$ cat src/rtl/mmseq_pkg.sv
package mmseq_pkg;

  // index width for an N-entry dimension (at least one bit)
  function automatic int idx_bits(input int n);
    return (n > 1) ? $clog2(n) : 1;
  endfunction

  // result width that cannot overflow: 2W product plus growth of an N-term sum
  function automatic int sum_bits(input int w, input int n);
    return 2 * w + ((n > 1) ? $clog2(n) : 0);
  endfunction

endpackage

$ cat src/rtl/mmseq_lane.sv
// One multiplier lane: holds column k of A and row k of B, reads both
// synchronously, and registers their product.
module mmseq_lane #(
  parameter int W  = 8,
  parameter int N  = 3,
  parameter int IW = 2
) (
  input  logic            clk,
  input  logic            we_a,
  input  logic            we_b,
  input  logic [IW-1:0]   wr_addr,
  input  logic [W-1:0]    wr_data,
  input  logic [IW-1:0]   rd_a,
  input  logic [IW-1:0]   rd_b,
  output logic [2*W-1:0]  prod
);

  logic [W-1:0] a_mem [N];
  logic [W-1:0] b_mem [N];
  logic [W-1:0] a_q, b_q;

  always_ff @(posedge clk) begin
    if (we_a && int'(wr_addr) < N) a_mem[wr_addr] <= wr_data;
    if (we_b && int'(wr_addr) < N) b_mem[wr_addr] <= wr_data;
  end

  always_ff @(posedge clk) begin
    a_q  <= a_mem[rd_a];
    b_q  <= b_mem[rd_b];
    prod <= a_q * b_q;
  end

endmodule

$ cat src/rtl/mmseq_sum.sv
// N-1 adder reduction of the lane products, registered at the output.
module mmseq_sum #(
  parameter int N  = 3,
  parameter int PW = 16,
  parameter int SW = 18
) (
  input  logic            clk,
  input  logic [N*PW-1:0] prods,
  output logic [SW-1:0]   sum
);

  logic [SW-1:0] acc;

  always_comb begin
    acc = SW'(prods[PW-1:0]);
    for (int k = 1; k < N; k++) begin
      acc = acc + SW'(prods[k*PW +: PW]);
    end
  end

  always_ff @(posedge clk) sum <= acc;

endmodule

$ cat src/rtl/mmseq_ctrl.sv
// Run control: issue counters, valid/index pipeline aligned with the
// datapath, busy and done.
module mmseq_ctrl #(
  parameter int N  = 3,
  parameter int IW = 2
) (
  input  logic          clk,
  input  logic          rst,
  input  logic          start,
  output logic          busy,
  output logic [IW-1:0] iss_row,
  output logic [IW-1:0] iss_col,
  output logic          out_valid,
  output logic [IW-1:0] out_row,
  output logic [IW-1:0] out_col,
  output logic          done
);

  localparam logic [IW-1:0] LAST = IW'(N - 1);
  localparam int DEPTH = 3;   // memory read, product register, sum register

  logic                issuing;
  logic [DEPTH-1:0]    v_pipe;
  logic [IW-1:0]       r_pipe [DEPTH];
  logic [IW-1:0]       c_pipe [DEPTH];
  logic                last_out;

  assign last_out  = v_pipe[DEPTH-1] && r_pipe[DEPTH-1] == LAST && c_pipe[DEPTH-1] == LAST;
  assign out_valid = v_pipe[DEPTH-1];
  assign out_row   = r_pipe[DEPTH-1];
  assign out_col   = c_pipe[DEPTH-1];

  always_ff @(posedge clk) begin
    if (rst) begin
      busy    <= 1'b0;
      issuing <= 1'b0;
      iss_row <= '0;
      iss_col <= '0;
      done    <= 1'b0;
    end else begin
      done <= last_out;
      if (!busy && start) begin
        busy    <= 1'b1;
        issuing <= 1'b1;
        iss_row <= '0;
        iss_col <= '0;
      end else begin
        if (issuing) begin
          if (iss_col == LAST) begin
            iss_col <= '0;
            if (iss_row == LAST) issuing <= 1'b0;
            else                 iss_row <= iss_row + 1'b1;
          end else begin
            iss_col <= iss_col + 1'b1;
          end
        end
        if (last_out) busy <= 1'b0;
      end
    end
  end

  always_ff @(posedge clk) begin
    if (rst) v_pipe <= '0;
    else     v_pipe <= {v_pipe[DEPTH-2:0], issuing};
    r_pipe[0] <= iss_row;
    c_pipe[0] <= iss_col;
    for (int s = 1; s < DEPTH; s++) begin
      r_pipe[s] <= r_pipe[s-1];
      c_pipe[s] <= c_pipe[s-1];
    end
  end

  // checker state: results delivered in the current run
  int unsigned n_out;
  always_ff @(posedge clk) begin
    if (rst || done)    n_out <= 0;
    else if (out_valid) n_out <= n_out + 1;
  end

  p_valid_in_busy_r4: assert property (@(posedge clk) disable iff (rst)
    out_valid |-> busy);

  p_burst_len_r5: assert property (@(posedge clk) disable iff (rst)
    out_valid |-> n_out < N * N);

  p_row_major_r6: assert property (@(posedge clk) disable iff (rst)
    (out_valid && $past(out_valid)) |->
      ((out_col == '0) ? ($past(out_col) == LAST && out_row == $past(out_row) + 1'b1)
                       : (out_col == $past(out_col) + 1'b1 && out_row == $past(out_row))));

  p_done_pulse_r8: assert property (@(posedge clk) disable iff (rst)
    done |=> !done);

  p_busy_ends_with_done_r8: assert property (@(posedge clk) disable iff (rst)
    $fell(busy) |-> done);

endmodule

$ cat src/rtl/mmseq_top.sv
module mmseq_top #(
  parameter int N = 3,
  parameter int W = 8,
  localparam int IW = mmseq_pkg::idx_bits(N),
  localparam int SW = mmseq_pkg::sum_bits(W, N)
) (
  input  logic          clk,
  input  logic          rst,
  input  logic          wr_en,
  input  logic          wr_mat,
  input  logic [IW-1:0] wr_row,
  input  logic [IW-1:0] wr_col,
  input  logic [W-1:0]  wr_data,
  input  logic          start,
  output logic          busy,
  output logic          out_valid,
  output logic [IW-1:0] out_row,
  output logic [IW-1:0] out_col,
  output logic [SW-1:0] out_data,
  output logic          done
);

  localparam int PW = 2 * W;

  logic [IW-1:0]   iss_row, iss_col;
  logic [N*PW-1:0] prods;
  logic            wr_ok;
  logic [IW-1:0]   wr_addr;

  assign wr_ok   = wr_en && !busy;
  assign wr_addr = wr_mat ? wr_col : wr_row;   // A: row within column k; B: column within row k

  mmseq_ctrl #(.N(N), .IW(IW)) u_ctrl (
    .clk(clk), .rst(rst), .start(start), .busy(busy),
    .iss_row(iss_row), .iss_col(iss_col),
    .out_valid(out_valid), .out_row(out_row), .out_col(out_col), .done(done)
  );

  for (genvar k = 0; k < N; k++) begin : g_lane
    logic we_a, we_b;
    assign we_a = wr_ok && !wr_mat && wr_col == IW'(k);
    assign we_b = wr_ok &&  wr_mat && wr_row == IW'(k);

    mmseq_lane #(.W(W), .N(N), .IW(IW)) u_lane (
      .clk(clk), .we_a(we_a), .we_b(we_b), .wr_addr(wr_addr), .wr_data(wr_data),
      .rd_a(iss_row), .rd_b(iss_col), .prod(prods[k*PW +: PW])
    );
  end

  mmseq_sum #(.N(N), .PW(PW), .SW(SW)) u_sum (
    .clk(clk), .prods(prods), .sum(out_data)
  );

  p_idle_after_done_r9: assert property (@(posedge clk) disable iff (rst)
    done |-> !out_valid);

endmodule

$ cat config.mk
export PLATFORM = sky130hd
export DESIGN_NAME = mmseq_top
export DESIGN_NICKNAME = d
export VERILOG_FILES = /design/src/rtl/mmseq_pkg.sv /design/src/rtl/mmseq_lane.sv /design/src/rtl/mmseq_sum.sv /design/src/rtl/mmseq_ctrl.sv /design/src/rtl/mmseq_top.sv
export SDC_FILE = /design/constraint.sdc
export NUM_CORES = 1
export LEC_CHECK = 0
export ABC_AREA = 1
export CAP_MARGIN = 30
export CORE_MARGIN = 1
export CORE_UTILIZATION = 30
export CTS_CLUSTER_DIAMETER = 40
export DETAILED_ROUTE_END_ITERATION = 10
export HOLD_SLACK_MARGIN = 0.12
export PLACE_DENSITY = 0.55
export SLEW_MARGIN = 20
export SYNTH_ARGS = -nofsm -noshare
export SYNTH_HDL_FRONTEND = slang
export SYNTH_SLANG_ARGS = --single-unit
$ cat constraint.sdc
create_clock -name clk -period 8.4 [get_ports clk]
set_input_delay 0.84 -clock clk [delete_from_list [all_inputs] [get_ports clk]]
set_output_delay 0.84 -clock clk [all_outputs]
set_load 0.02 [all_outputs]
# Word level (Yosys, flattened, before mapping)
# Memories as Yosys holds them, arrays and structs flattened. A register that Yosys moved wholly into a read port is not among the register bits.
# Index checks and enable logic that the tools add are counted.
# word_totals
mem_bits_rw	156
memories	8
wordCells	80
inputBits	17
reg_bits	76
out_inout_bits	25
# mem_list
memory	words	word_bits	rd	rd_clocked_by_memory_dff	wr	line_no	rtl
g_lane[0].u_lane.a_mem	3	8	1	1	1	mmseq_lane.sv:18	logic [W-1:0] a_mem [N];
g_lane[0].u_lane.b_mem	3	8	1	1	1	mmseq_lane.sv:19	logic [W-1:0] b_mem [N];
g_lane[1].u_lane.a_mem	3	8	1	1	1	mmseq_lane.sv:18	
g_lane[1].u_lane.b_mem	3	8	1	1	1	mmseq_lane.sv:19	
g_lane[2].u_lane.a_mem	3	8	1	1	1	mmseq_lane.sv:18	
g_lane[2].u_lane.b_mem	3	8	1	1	1	mmseq_lane.sv:19	
+2 memories	-	-	-	-	-	-	
# op_classes
bitwise	1
muxes	20
n_lt_le_gt_ge	1
reduce_logical	25
n_eq_ne	8
addsub	4
mul	3
# ops
operator	count
$mul A8 B8 Y16	3
$add A18 B16 Y18	1
$logic_and A1 B1 Y1	18
$mux W1	18
$add A16 B16 Y17	1
$eq A2 B2 Y1 const B	6
$add A2 B1 Y2 const B	2
$eq A2 B1 Y1 const B	2
$logic_not A2 Y1	2
$mux W2	2
$reduce_and A3 Y1	1
$logic_not A1 Y1	2
$lt A2 B2 Y1 const B	1
$reduce_bool A2 Y1	1
$reduce_or A2 Y1	1
$not A1 Y1	1

# Longest topological paths before layout
# depth
depth_word	7
ltp_mapped	19
mapped_depth_nobuf	19

# Cells and area by module
# From an unflattened synthesis, not the netlist that was laid out.
# hier_totals
cells_unflattened	1957
hier_area_um2	17036.3
# modules_own_cells
mod	area_per_inst_um2	n_inst	seq_area_each_um2	cells_per_inst
mmseq_lane (g_lane[2].u_lane)	4875.9	1	2082.0	548
mmseq_lane (g_lane[0].u_lane)	4853.4	1	2082.0	542
mmseq_lane (g_lane[1].u_lane)	4850.9	1	2082.0	542
mmseq_sum	1676.6	1	360.3	230
mmseq_ctrl	679.4	1	440.4	71
mmseq_top	100.1	1	0.0	24

# Worst setup path after synthesis
# Ideal clock, no wire load.
# synth_path
path_type	register to register
from	register g_lane[0].u_lane.a_q[0] (read register of g_lane[0].u_lane.a_mem)
to	register g_lane[0].u_lane.prod[12]
required_ns	8.287
path_stages_with_launch	17
synth_period_minus_slack_ns	3.770
setup_time_ns	0.113
path_buffers	1
setup_slack_ns	4.630
arrival_time_ns	3.657
cell_sequence	dfxtp_1 > clkbuf_1 > nand2_1 > fa_1 > fa_1 > inv_1 > fa_1 > inv_1 > fa_1 > inv_1 > ha_1 > a21oi_1 > o21ai_0 > nand2_1 > nand3_1 > nand2_1 > nand2_1
# synth_via
elab_chain_cells	1
# synth_rtl
element	line_no	rtl
start, declared	mmseq_lane.sv:20	logic [W-1:0] a_q, b_q;
$mul A8 B8 Y16	mmseq_lane.sv:30	prod <= a_q * b_q;
end signal, assigned	mmseq_lane.sv:30	
end, declared	mmseq_lane.sv:15	output logic [2*W-1:0] prod
# Every way passes these cells.
# A chain may end at the register's enable or synchronous reset.

# Worst setup path in the final report
# layout_path
from	register g_lane[0].u_lane.a_q[0] (read register of g_lane[0].u_lane.a_mem)
to	register g_lane[0].u_lane.prod[10]
# The elaborated chain is that of the path after synthesis.

==> flow_summary.yaml <==
worst_setup_path:
  cp-start-kind: "flip-flop"
  crit_chain: "nand2_1 > fa_1 > fa_1 > inv_1 > fa_1 > inv_1 > fa_1 > inv_1 > ha_1 > a21oi_1 > o21ai_0 > a21oi_1 > xnor2_1"
  slowest_delay_ns: 0.56
  crit_fanout: 8
  critPathBufInv: 3
  cpLargestDelayFamily: "adder cells"
  cp-end-kind: "flip-flop"
  critical_path.slowest_cell: "fa_1"
  required_ns: 8.85
  crit_type: "reg2reg"
  cp.arrival_ns: 4.44
  cp_common_cell: "fa_1"
sta:
  fin_hold_ws_ns: 0.3244
  drv_slew: 0
  hold_viol: 0
  tightest_slew_ns: 0.9057
  setup_ws_ns: 4.417
  slew-limit-headroom_pct: 39.43
  rsz0062_at_grt: "no"
  setup_tns_ns: 0
  fin_crit_sh_pct: 47.42
  setup-violations-final: 0
  fmaxAchievable_mhz: 251.1
  clock_skew_ns: 0.04256
  period_needed_ns: 3.983
logic_synthesis:
  synth-seq-area-share_pct: 41.22
  post_synth_mux_area_share_pct: 0
  synth_top_family_by_area: "adder cells"
  synth_area_mm2: 0.01710
  yosys.area_share.xor_xnor_pct: 1.998
  synthDistinctLibCells: 36
  synthSimpleGateAreaFrac_pct: 18.17
  synthAdderAreaFrac_pct: 23.20
  avgSynthCellArea_um2: 8.713
  ys_seq_elements: 280
  syn_inst: 1962
  yosysWarningCount: 0
  synthesis.nets: 2230
  synth_compound_area_share_pct: 4.413
power:
  power_density_mw_per_mm2: 352.7
  p_leak_nw: 9.978
  total_power_mw: 6.898
  vdd_drop_max_mv: 0.2002
drt:
  viasPerCell: 4.274
  wl_per_cell_um: 13.23
  first_iter_violations: 540
  wl_mm: 36.57
  ant_nets: 0
  drt_first_pass_iters: 5
  drcViolationCount: 0
  via_count: 11810
final_layout:
  fin_area_mm2: 0.01956
  final_util_pct: 34.69
  nets: 2245
  drive_above_1_share_pct: 4.582
  area_growth_syn_to_layout_pct: 14.41
  instances_no_fill: 2764
  diodes: 0
cts:
  clk_pin_slew_ns: 0.06
  cts_tree: "yes"
  root_buffer: "clkbuf_16"
  cts.hold.buffers_added: 0
  clock_sinks: 280
  cts_buffers: 40
  cts_setup_buffers: 0
  clock_latency_ns: 0.57
  htree_levels: 2
  clockBufferDepth: 3
  cts_resized: 0
place:
  portBuffers: 41
  placed_cell_area_mm2: 0.01819
  place_inst: 2691
  gp_congestion: 0.8479
  hpwl_mm: 28.10
  place_ws_ns: 4.446
floorplanning:
  rows: 87
  die_w_um: 240.7
  die_area_mm2: 0.05794
  io_pins: 42
  initial_utilization_pct: 30.32
  core-area_mm2: 0.05639
  die_h_um: 240.7
grt:
  grt-ovfl-total: 0
  grt_usage_pct: 13.16
  grt_pass1_wl_mm: 60.75
  grt_max_degree: 28
  grt_pass1_vias: 11860
  antenna_found_initial: 0
min_path:
  hold_class: "reg2reg"
run:
  cap_violations: 0
status:
  outcome: "finished, final reports clean"
==> cell families (layout without fill, tap and decap cells) <==
kind of cell,after synthesis,after routing
buf+inv,489,535
xor+xnor,39,39
flops,280,280
compound gates,143,143
simple gates,760,760
fa+ha+maj,251,251
==> layer usage <==
layer	global-route usage, %	vias up	routed length (µm)
li1	-	6074	-
met1	17.35	5497	17390
met2	22.05	198	16970
met3	2.516	45	1607
met4	3.301	0	605
met5	0	-	0
==> worst paths after layout <==
check	slack, ns	from	end	cells after the start
worst max-delay path	4.42	g_lane[0].u_lane.a_q[0]	g_lane[0].u_lane.prod[10]	13
worst min-delay path	0.32	u_ctrl.r_pipe[0][3]	u_ctrl.r_pipe[0][5]	0
worst max register to register	4.42	g_lane[0].u_lane.a_q[0]	g_lane[0].u_lane.prod[10]	13
worst min register to register	0.32	u_ctrl.r_pipe[0][3]	u_ctrl.r_pipe[0][5]	0
==> cell usage after synthesis <==
| master | n | area (µm²) |
|---|---|---|
| nand2_1 | 508 | 1907 |
| inv_1 | 412 | 1546 |
| edfxtp_1 | 144 | 4324 |
| ha_1 | 141 | 1764 |
| dfxtp_1 | 136 | 2723 |
| fa_1 | 110 | 2202 |
| nand3_1 | 106 | 530.5 |
| a21oi_1 | 102 | 510.5 |
| nor2_1 | 102 | 382.9 |
| clkbuf_1 | 49 | 183.9 |
| xor2_1 | 27 | 236.5 |
| o21ai_0 | 22 | 110.1 |
| nand4_1 | 18 | 112.6 |
| buf_2 | 17 | 85.08 |
| xnor2_1 | 12 | 105.1 |
| o21bai_1 | 7 | 52.55 |
| nor2_2 | 6 | 37.54 |
| o21ai_1 | 5 | 25.02 |
| and2_1 | 4 | 25.02 |
| buf_4 | 4 | 30.03 |
| nand3b_1 | 4 | 30.03 |
| inv_2 | 3 | 11.26 |
| nand2_2 | 3 | 18.77 |
| nor3_1 | 3 | 15.01 |
| o21ai_2 | 3 | 26.28 |
| a211oi_1 | 2 | 15.01 |
| buf_1 | 2 | 7.510 |
| or2_1 | 2 | 12.51 |
| a21o_1 | 1 | 7.510 |
| and3_1 | 1 | 6.260 |
| buf_6 | 1 | 11.26 |
| clkinv_1 | 1 | 3.750 |
| nand3_2 | 1 | 10.01 |
| nor2_4 | 1 | 11.26 |
| nor3b_1 | 1 | 7.510 |
| o31ai_1 | 1 | 7.510 |
==> power by group <==
group	switching (mW)	total, mW	internal (mW)
clock	0.662	1.67	1.01
sequential	0.0997	1.74	1.64
combinational	2.22	3.48	1.27
total	2.98	6.90	3.92
==> state kept, by name, indices dropped and copies added (netlist names) <==
signal / count
g_lane.u_lane.a_mem: 72
u_ctrl.done: 1
u_sum.sum: 18
u_ctrl.r_pipe: 6
u_ctrl.iss_col: 2
u_ctrl.busy: 1
u_ctrl.c_pipe: 6
g_lane.u_lane.b_mem: 72
g_lane.u_lane.a_q: 24
g_lane.u_lane.b_q: 24
g_lane.u_lane.prod: 48
u_ctrl.issuing: 1
u_ctrl.iss_row: 2
u_ctrl.v_pipe: 3
==> cells in the final DEF (no fill, tap or decap), types with 4 or more instances in the layout <==
master / n
dfxtp_1: 136
nand2_1: 508
edfxtp_1: 144
fa_1: 110
nor2_1: 102
nand3b_1: 4
o21ai_1: 5
o21ai_0: 22
nor2_2: 6
xor2_1: 27
clkdlybuf4s50_1: 41
ha_1: 141
nand4_1: 18
inv_1: 412
clkbuf_16: 42
xnor2_1: 12
inv_6: 11
and2_1: 4
a21oi_1: 102
clkinv_2: 5
clkinv_4: 4
o21bai_1: 7
nand3_1: 106
==> cell type report <==
type	count	area (µm²)
clock buffers	45	1072
clock inverters	28	296.5
fillers	5827	36830
inverters	416	1562
multi-input cells	1193	8169
flip-flops and latches	280	7047
well taps	756	945.9
repair buffers	46	466.7
No activity file was read; power rests on OpenSTA's default activity.
